===== src/rtl/redir_win_pkg.sv =====
package redir_win_pkg;

  localparam logic [7:0] OFF_SEL = 8'h00;
  localparam logic [7:0] OFF_WIN = 8'h10;
  localparam logic [7:0] SEL_ID  = 8'h00;
  localparam logic [7:0] SEL_VER = 8'h01;
  localparam logic [7:0] SEL_TBL = 8'h10;
  localparam logic [63:0] ENTRY_RST = 64'h0000_0000_0001_0000;

  typedef enum logic [2:0] {
    RD_ZERO,
    RD_SEL,
    RD_ID,
    RD_VER,
    RD_ENT_LO,
    RD_ENT_HI
  } rdSrc_e;

  typedef struct packed {
    logic       selWr;
    logic       idWr;
    logic       entWrLo;
    logic       entWrHi;
    logic [6:0] entIdx;
    logic       rdEn;
    rdSrc_e     rdSrc;
  } winStb_t;

endpackage


===== src/rtl/redir_win_ctrl.sv =====
module redir_win_ctrl
  import redir_win_pkg::*;
#(
  parameter int NUM_ENTRIES = 24
) (
  input  logic       wrEn,
  input  logic       rdEn,
  input  logic [7:0] addr,
  input  logic [7:0] selQ,
  output winStb_t    stb
);

  localparam logic [6:0] ENT_LIMIT = 7'(NUM_ENTRIES);

  logic       isSel;
  logic       isWin;
  logic [6:0] idxFull;
  logic       entValid;

  always_comb begin
    isSel    = (addr == OFF_SEL);
    isWin    = (addr == OFF_WIN);
    // Entry number: (select - 0x10) >> 1, computed on bits 7:1.
    idxFull  = selQ[7:1] - 7'd8;
    entValid = (selQ >= SEL_TBL) && (idxFull < ENT_LIMIT);
  end

  always_comb begin
    stb        = '0;
    stb.rdEn   = rdEn;
    stb.entIdx = idxFull;
    stb.rdSrc  = RD_ZERO;

    if (wrEn) begin
      if (isSel) begin
        stb.selWr = 1'b1;
      end else if (isWin) begin
        if (selQ == SEL_ID) begin
          stb.idWr = 1'b1;
        end else if (entValid) begin
          stb.entWrHi = selQ[0];
          stb.entWrLo = ~selQ[0];
        end
      end
    end

    if (isSel) begin
      stb.rdSrc = RD_SEL;
    end else if (isWin) begin
      if (selQ == SEL_ID) begin
        stb.rdSrc = RD_ID;
      end else if (selQ == SEL_VER) begin
        stb.rdSrc = RD_VER;
      end else if (entValid) begin
        stb.rdSrc = selQ[0] ? RD_ENT_HI : RD_ENT_LO;
      end
    end
  end

endmodule


===== src/rtl/redir_win_datapath.sv =====
module redir_win_datapath
  import redir_win_pkg::*;
#(
  parameter int         NUM_ENTRIES = 24,
  parameter logic [7:0] VERSION     = 8'h11
) (
  input  logic                      clk,
  input  logic                      rstN,
  input  winStb_t                   stb,
  input  logic [31:0]               wrData,
  output logic [7:0]                selQ,
  output logic [31:0]               rdData,
  output logic [NUM_ENTRIES*64-1:0] tableFlat,
  output logic                      tableUpdated
);

  localparam logic [7:0]  TOP_ENTRY = 8'(NUM_ENTRIES - 1);
  localparam logic [31:0] VER_WORD  = {8'h00, TOP_ENTRY, 8'h00, VERSION};

  logic [7:0]  idQ;
  logic [63:0] entSel;
  logic [31:0] rdNext;

  always_ff @(posedge clk) begin
    if (!rstN) begin
      selQ <= '0;
      idQ  <= '0;
    end else begin
      if (stb.selWr) selQ <= wrData[7:0];
      if (stb.idWr)  idQ  <= wrData[31:24];
    end
  end

  for (genvar k = 0; k < NUM_ENTRIES; k++) begin : g_entry
    logic [63:0] entR;
    logic        hit;

    assign hit = (stb.entIdx == 7'(k));

    always_ff @(posedge clk) begin
      if (!rstN) begin
        entR <= ENTRY_RST;
      end else if (hit) begin
        if (stb.entWrLo) entR[31:0]  <= wrData;
        if (stb.entWrHi) entR[63:32] <= wrData;
      end
    end

    assign tableFlat[k*64 +: 64] = entR;
  end

  always_comb begin
    entSel = '0;
    for (int k = 0; k < NUM_ENTRIES; k++) begin
      if (stb.entIdx == 7'(k)) entSel = tableFlat[k*64 +: 64];
    end
  end

  always_comb begin
    unique case (stb.rdSrc)
      RD_SEL:    rdNext = {24'h0, selQ};
      RD_ID:     rdNext = {idQ, 24'h0};
      RD_VER:    rdNext = VER_WORD;
      RD_ENT_LO: rdNext = entSel[31:0];
      RD_ENT_HI: rdNext = entSel[63:32];
      default:   rdNext = '0;
    endcase
  end

  always_ff @(posedge clk) begin
    if (!rstN) begin
      rdData       <= '0;
      tableUpdated <= 1'b0;
    end else begin
      if (stb.rdEn) rdData <= rdNext;
      tableUpdated <= stb.entWrLo | stb.entWrHi;
    end
  end

endmodule


===== src/rtl/redir_reg_window.sv =====
module redir_reg_window
  import redir_win_pkg::*;
#(
  parameter int         NUM_ENTRIES = 24,
  parameter logic [7:0] VERSION     = 8'h11
) (
  input  logic                      clk,
  input  logic                      rstN,
  input  logic                      wrEn,
  input  logic                      rdEn,
  input  logic [7:0]                addr,
  input  logic [31:0]               wrData,
  output logic [31:0]               rdData,
  output logic [NUM_ENTRIES*64-1:0] tableFlat,
  output logic                      tableUpdated
);

  winStb_t    stb;
  logic [7:0] selQ;

  redir_win_ctrl #(.NUM_ENTRIES(NUM_ENTRIES)) u_ctrl (
    .wrEn (wrEn),
    .rdEn (rdEn),
    .addr (addr),
    .selQ (selQ),
    .stb  (stb)
  );

  redir_win_datapath #(.NUM_ENTRIES(NUM_ENTRIES), .VERSION(VERSION)) u_dp (
    .clk          (clk),
    .rstN         (rstN),
    .stb          (stb),
    .wrData       (wrData),
    .selQ         (selQ),
    .rdData       (rdData),
    .tableFlat    (tableFlat),
    .tableUpdated (tableUpdated)
  );

endmodule


===== config.mk =====
export PLATFORM = sky130hd
export DESIGN_NAME = redir_reg_window
export DESIGN_NICKNAME = d
export VERILOG_FILES = /design/src/rtl/redir_win_pkg.sv /design/src/rtl/redir_win_ctrl.sv /design/src/rtl/redir_win_datapath.sv /design/src/rtl/redir_reg_window.sv
export SDC_FILE = /design/constraint.sdc
export NUM_CORES = 2
export LEC_CHECK = 0
export BUFFER_PORTS_ARGS = -buffer_cell sky130_fd_sc_hd__buf_2
export CAP_MARGIN = 30
export CORE_AREA = 2 2 630 632
export CTS_CLUSTER_DIAMETER = 100
export DETAILED_ROUTE_END_ITERATION = 10
export DIE_AREA = 0 0 632 634
export GPL_TIMING_DRIVEN = 0
export PLACE_DENSITY = 0.31
export SYNTH_ARGS = -nofsm -noshare
export SYNTH_HDL_FRONTEND = slang
export SYNTH_SLANG_ARGS = --single-unit

===== constraint.sdc =====
create_clock -name clk -period 5.2 [get_ports clk]
set_input_delay 0.78 -clock clk [delete_from_list [all_inputs] [get_ports clk]]
set_output_delay 0.78 -clock clk [all_outputs]
set_load 0.05 [all_outputs]

== Word level (Yosys, flattened, before mapping) ==
Index checks and enable logic that the tools add are counted.
Cells by class
  $add $sub $neg: 1
  mux-type cells: 38
  order comparisons: 2
  equal/unequal tests: 30
  bitwise logic cells: 2
  reduce and logical (&&, ||, !) cells: 52
Operator list (number)
  64-bit 2-to-1 mux: 24
  32-bit case mux with 5 select lines: 1
  2-bit AND reduction: 48
  7-bit by 4-bit equality test with 1-bit output (second input constant): 8
  7-bit by 5-bit equality test with 1-bit output (second input constant): 8
  7-bit by 3-bit equality test with 1-bit output (second input constant): 4
  3-bit 2-to-1 mux: 7
  8-bit logical NOT: 2
  7-bit by 2-bit equality test with 1-bit output (second input constant): 2
  8-bit by 1-bit equality test with 1-bit output (second input constant): 1
  8-bit by 5-bit equality test with 1-bit output (second input constant): 1
  8-bit by 5-bit greater-or-equal comparator with 1-bit output (second input constant): 1
  7-bit by 1-bit equality test with 1-bit output (second input constant): 1
  7-bit logical NOT: 1
  7-bit by 5-bit < comparator with 1-bit output (second input constant): 1
  7-bit by 4-bit subtractor with 7-bit output (second input constant): 1
  3-bit by 2-bit equality test with 1-bit output (second input constant): 2
  3-bit equality test (second input constant): 2
  2-bit 2-to-1 mux: 2
  4-bit 2-to-1 mux: 1
  3-bit by 1-bit equality test with 1-bit output (second input constant): 1
  1-bit 2-to-1 mux: 3
  1-bit logical AND: 1
  1-bit NOT: 1
  1-bit bitwise OR: 1
Word-level totals
  word-level logic and storage cells: 177
  bits in registers: 1585

== Logic depth before layout (Yosys ltp) ==
  depth in word-level cells: 27
  gate-level depth with buffers: 18

== Hierarchy ==
From an unflattened synthesis, not the netlist that was laid out.
Second synthesis, totals
  cell total of the unflattened synthesis: 9290
  area total of the unflattened synthesis: 73633.1 um2
Modules (own cells, without submodules)
  redir_win_datapath: cells each 9255, area each 73401.6 um2, times used 1, seq. area each 31730.4 um2
  redir_win_ctrl: cells each 35, area each 231.5 um2, times used 1, seq. area each 0.0 um2

== Least setup slack after synthesis ==
Ideal clock, no wire load.
  kind: flip-flop to flip-flop
  start point: register u_dp.selQ[4]
  end point: register u_dp.rdData[7]
  stages on the path, launching flop included: 17
  arrival time: 3.443 ns
  slack: 1.629 ns
  library setup time: 0.128 ns
  required time: 5.072 ns
  clock period less this slack: 3.571 ns
  cells stage by stage: dfxtp_1 buf_2 buf_2 clkinv_1 ha_1 buf_2 and3b_1 buf_2 o31ai_4 nor3_1 buf_2 a221oi_1 a21oi_1 a2111oi_0 a211oi_1 a211oi_1 o22ai_1
On the way
  cells in the longest elaborated chain, start to end: 27
  elaborated cells on any way between the ends: 65
  classes of those cells: add/sub: 1; order compare: 2; eq/ne: 29; mux: 30; reduce/logical: 3
Ends and longest elaborated chain
  start: declaration: RTL line redir_win_datapath.sv:11  | output logic [7:0] selQ,
  start signal: assignment: RTL line redir_win_datapath.sv:29  | if (stb.selWr) selQ <= wrData[7:0];
  7-bit by 4-bit subtractor with 7-bit output: RTL line redir_win_ctrl.sv:24  | idxFull = selQ[7:1] - 7'd8;
  7-bit logical NOT: RTL line redir_win_datapath.sv:55  | if (stb.entIdx == 7'(k)) entSel = tableFlat[k*64 +: 64];
  64-bit 2-to-1 mux (24 in a row): RTL line redir_win_datapath.sv:55
  32-bit case mux with 5 select lines (*): RTL line redir_win_datapath.sv:60  | unique case (stb.rdSrc)
  end signal: assignment: RTL line redir_win_datapath.sv:75  | if (stb.rdEn) rdData <= rdNext;
  end: declaration: RTL line redir_win_datapath.sv:12  | output logic [31:0] rdData,
Every way passes the cells marked *; elsewhere a longest branch is shown, timed or not.
A chain may end at the register's enable or synchronous reset.

== Worst setup path after layout ==
  start point: register u_dp.selQ[2]
  end point: register u_dp.rdData[30]
The elaborated chain is that of the path after synthesis.

==> impl_metrics.json <==
{
  "placedCellCount": 16329,
  "drv_slew": 1,
  "totalWireLength_um": 969000,
  "vias": 97317,
  "root_buffer": "clkbuf_16",
  "powerDensity_mw_per_mm2": 297,
  "cts_tree": "yes",
  "met3_length_um": 92300,
  "dr.pass1.iters": 9,
  "synth_fa_ha_area_share_pct": 0.0348,
  "synth_most_common_cell": "nand2_1",
  "synth_area_mm2": 0.0719,
  "ys_seq_area_share_pct": 44.1,
  "finalSetupViolCount": 29,
  "synth-edff-count": 0,
  "finalCritPeriodShare_pct": 108,
  "io_pins": 1613,
  "critPathRequiredTime_ns": 6.12,
  "timing.fmax_ghz": 0.178,
  "m1WireLength_um": 358000,
  "viasPerCell": 5.76,
  "criticalPathCategory": "reg -> reg",
  "grt_max_degree": 17,
  "yosys.area_share.simple_pct": 21.7,
  "die_h_um": 634,
  "finalHoldViolCount": 0,
  "violations": "slew limit, setup timing",
  "clk_latency_ns": 1.05,
  "synth_cells": 9207,
  "remaining_drc_errors": 0,
  "avgSynthCellArea_um2": 7.81,
  "cts_sinks": 1585,
  "placementRows": 231,
  "tns_ns": -4.89,
  "ant_nets": 0,
  "synth_top_family_by_area": "compound AO/OA/AOI/OAI gates",
  "cts_hold_buf": 0,
  "wire_per_inst_um": 57.4,
  "tightestPinTransition_ns": 1.53,
  "cap_violations": 0,
  "final_cell_area_mm2": 0.100,
  "min_period_ns": 5.61,
  "post-synth-top-area-cell": "dfxtp_1",
  "start_util_pct": 18.2,
  "antenna_found_initial": 231,
  "placed_area_mm2": 0.0912,
  "grtUsageTotal_pct": 46.3,
  "cts_buffers": 216,
  "fp.coreArea_mm2": 0.394,
  "rsz0062_at_grt": "false",
  "final_cells": 16881,
  "htreeDepth": 4,
  "synth_compound_gate_area_share_pct": 27.0,
  "highest_layer": "met5",
  "yosysUniqueCellTypes": 94,
  "arrival_ns": 6.53,
  "nets": 11380,
  "die_w_um": 632,
  "area_growth_pct": 39.3,
  "finClkSkew_ns": 0.0774,
  "die_area_mm2": 0.401,
  "place.port_buffers": 1578,
  "drive_above_1_share_pct": 25.7,
  "synthXorXnorAreaFrac_pct": 0.0243,
  "slowest_stage": "a21oi_1",
  "peakVddDrop_v": 0.000291,
  "crit_path_max_fanout": 10,
  "critical_path.max_stage_delay_ns": 0.85,
  "ys_warn_count": 0,
  "synth_commonest_cells": "nand2_1, dfxtp_1, a21boi_1",
  "routed-wl-met2_um": 405000,
  "path_clk_slew_ns": 0.06,
  "outcome": "finished, violations left",
  "syn_nets": 9253,
  "relSlewSlack_pct": -2.01,
  "leakagePower_nw": 38.6,
  "grt_first_pass_wirelength_um": 1150000,
  "place_congestion": 1.07,
  "yosysTopAreaCellShare_pct": 44.1,
  "synthMuxAreaShare_pct": 1.95,
  "gr-total-overflow": 0,
  "synth_area_leaders": "dfxtp_1, nand2_1, a21boi_1, a21boi_0, clkbuf_1",
  "final_core_util_pct": 25.4,
  "min-delay-path-class": "in -> reg",
  "critPathLaunchType": "flip-flop",
  "synth-seq-cells": 1585,
  "fin_ws_ns": -0.409,
  "endpoint_kind": "flip-flop",
  "first_iter_violations": 16085,
  "dp_hpwl_um": 806000,
  "ys.flop_type": "dfxtp_1",
  "clockBufferDepth": 4,
  "dp_slack_ns": -3.21,
  "async_reset_ff_share_pct": 0,
  "cp_cell_sequence": "buf_2 > buf_2 > buf_4 > or2_2 > buf_4 > nor2_1 > nor4_1 > a221oi_2 > o22ai_1 > o21ai_1 > a21oi_1 > o311ai_1 > o41ai_2",
  "grt_pass1_vias": 84233
}
==> kinds of logic (layout without fill, tap and decap cells) <==
kind of cell               after synthesis  after routing
muxes                                  109            109
xor gates and xnor gates                 2              2
adders and majority gates                2              2
DFF                                   1585           1585
other                                    0            132
and+or+nand+nor                       3939           3939
AOI/OAI and AO/OA                     2670           2670
buffers and inverters                  900           3200
==> report_power, final <==
group | leakage (nW) | total [mW] | switching [mW] | internal [mW]
registers | 12.8 | 12.1 | 0.000269 | 12.1
logic | 22.4 | 1.66 | 1.29 | 0.375
clock network | 3.47 | 16.0 | 7.03 | 8.97
==> metal layers <==
layer	global-route usage (%)	up-vias
met4	45.0	32
met3	12.6	2554
met2	68.2	8765
li1	-	35929
met1	53.7	50037
met5	0	-
==> cells in the final DEF (no fill, tap or decap), drive strengths merged, types with 13 or more instances in the layout <==
master   synthesis  routed
nand2         3363    3363
buf            264    2170
dfxtp         1585    1585
a21boi        1529    1529
clkbuf         625     971
nor2           236     236
a21oi          221     221
o21ai          218     218
a22oi          161     161
diode            0     132
nand3          116     116
a221oi         111     111
o22ai           80      80
nor3            71      71
mux2i           58      58
a222oi          36      36
nor2b           36      36
a211oi          35      35
a221o           32      32
a22o            31      31
mux2            29      29
a31oi           28      28
clkinv           2      28
o211ai          26      26
o221ai          24      24
mux4            22      22
nor4            17      17
or3             16      16
o31ai           16      16
a2111oi         16      16
and3            15      15
inv              9      15
o2111ai         13      13
==> final cells by class <==
cell class	count	area (µm²)
sequential	1585	31700
timing repair buffer	1919	12700
inverter	11	55.1
antenna	132	330
clock buffer	343	6430
tap	5242	6560
multi-input combinational	6722	37600
buffer	879	4120
clock inverter	48	716
fill	43720	294000
==> final timing paths <==
kind | cells past startpoint | end | slack, ns | startpoint
worst min-delay path | 3 | u_dp.g_entry[5].entR[63] | 0.06 | wrData[31]
worst max-delay path | 13 | u_dp.rdData[30] | -0.41 | u_dp.selQ[2]
worst max register to register | 13 | u_dp.rdData[30] | -0.41 | u_dp.selQ[2]
worst min register to register | 2 | u_dp.g_entry[1].entR[27] | 0.47 | u_dp.g_entry[1].entR[27]
==> sequential cells by signal, summed over array words and instances (netlist names) <==
name and count:
u_dp.selQ 8, u_dp.idQ 8, u_dp.g_entry.entR 1536, u_dp.rdData 32
u_dp.tableUpdated 1
==> repair_timing <==
action / 4_1_cts / 5_1_grt
setup buffers: 24 / 4
endpoints found under the setup margin: 1568 / 981
pin swaps: 24 / 11
gates resized for setup: 261 / 61
==> metrics by stage <==
stage	total power [mW]	hold WS [ns]
final	29.8	0.0616
after global routing	30.0	0.0729
after CTS	29.6	0.0270
after detailed placement	13.9	0.460
after global placement	13.8	0.454
after floorplan	12.8	0.441
==> worst max-delay path: cells and delay by family (launching register included) <==
kind	cells	cell delay, ns
AOI/OAI and AO/OA	6	2.50
buffers and inverters	4	1.38
DFF	1	0.38
and+or+nand+nor	3	1.20
Power figures use the tool's default switching activity.
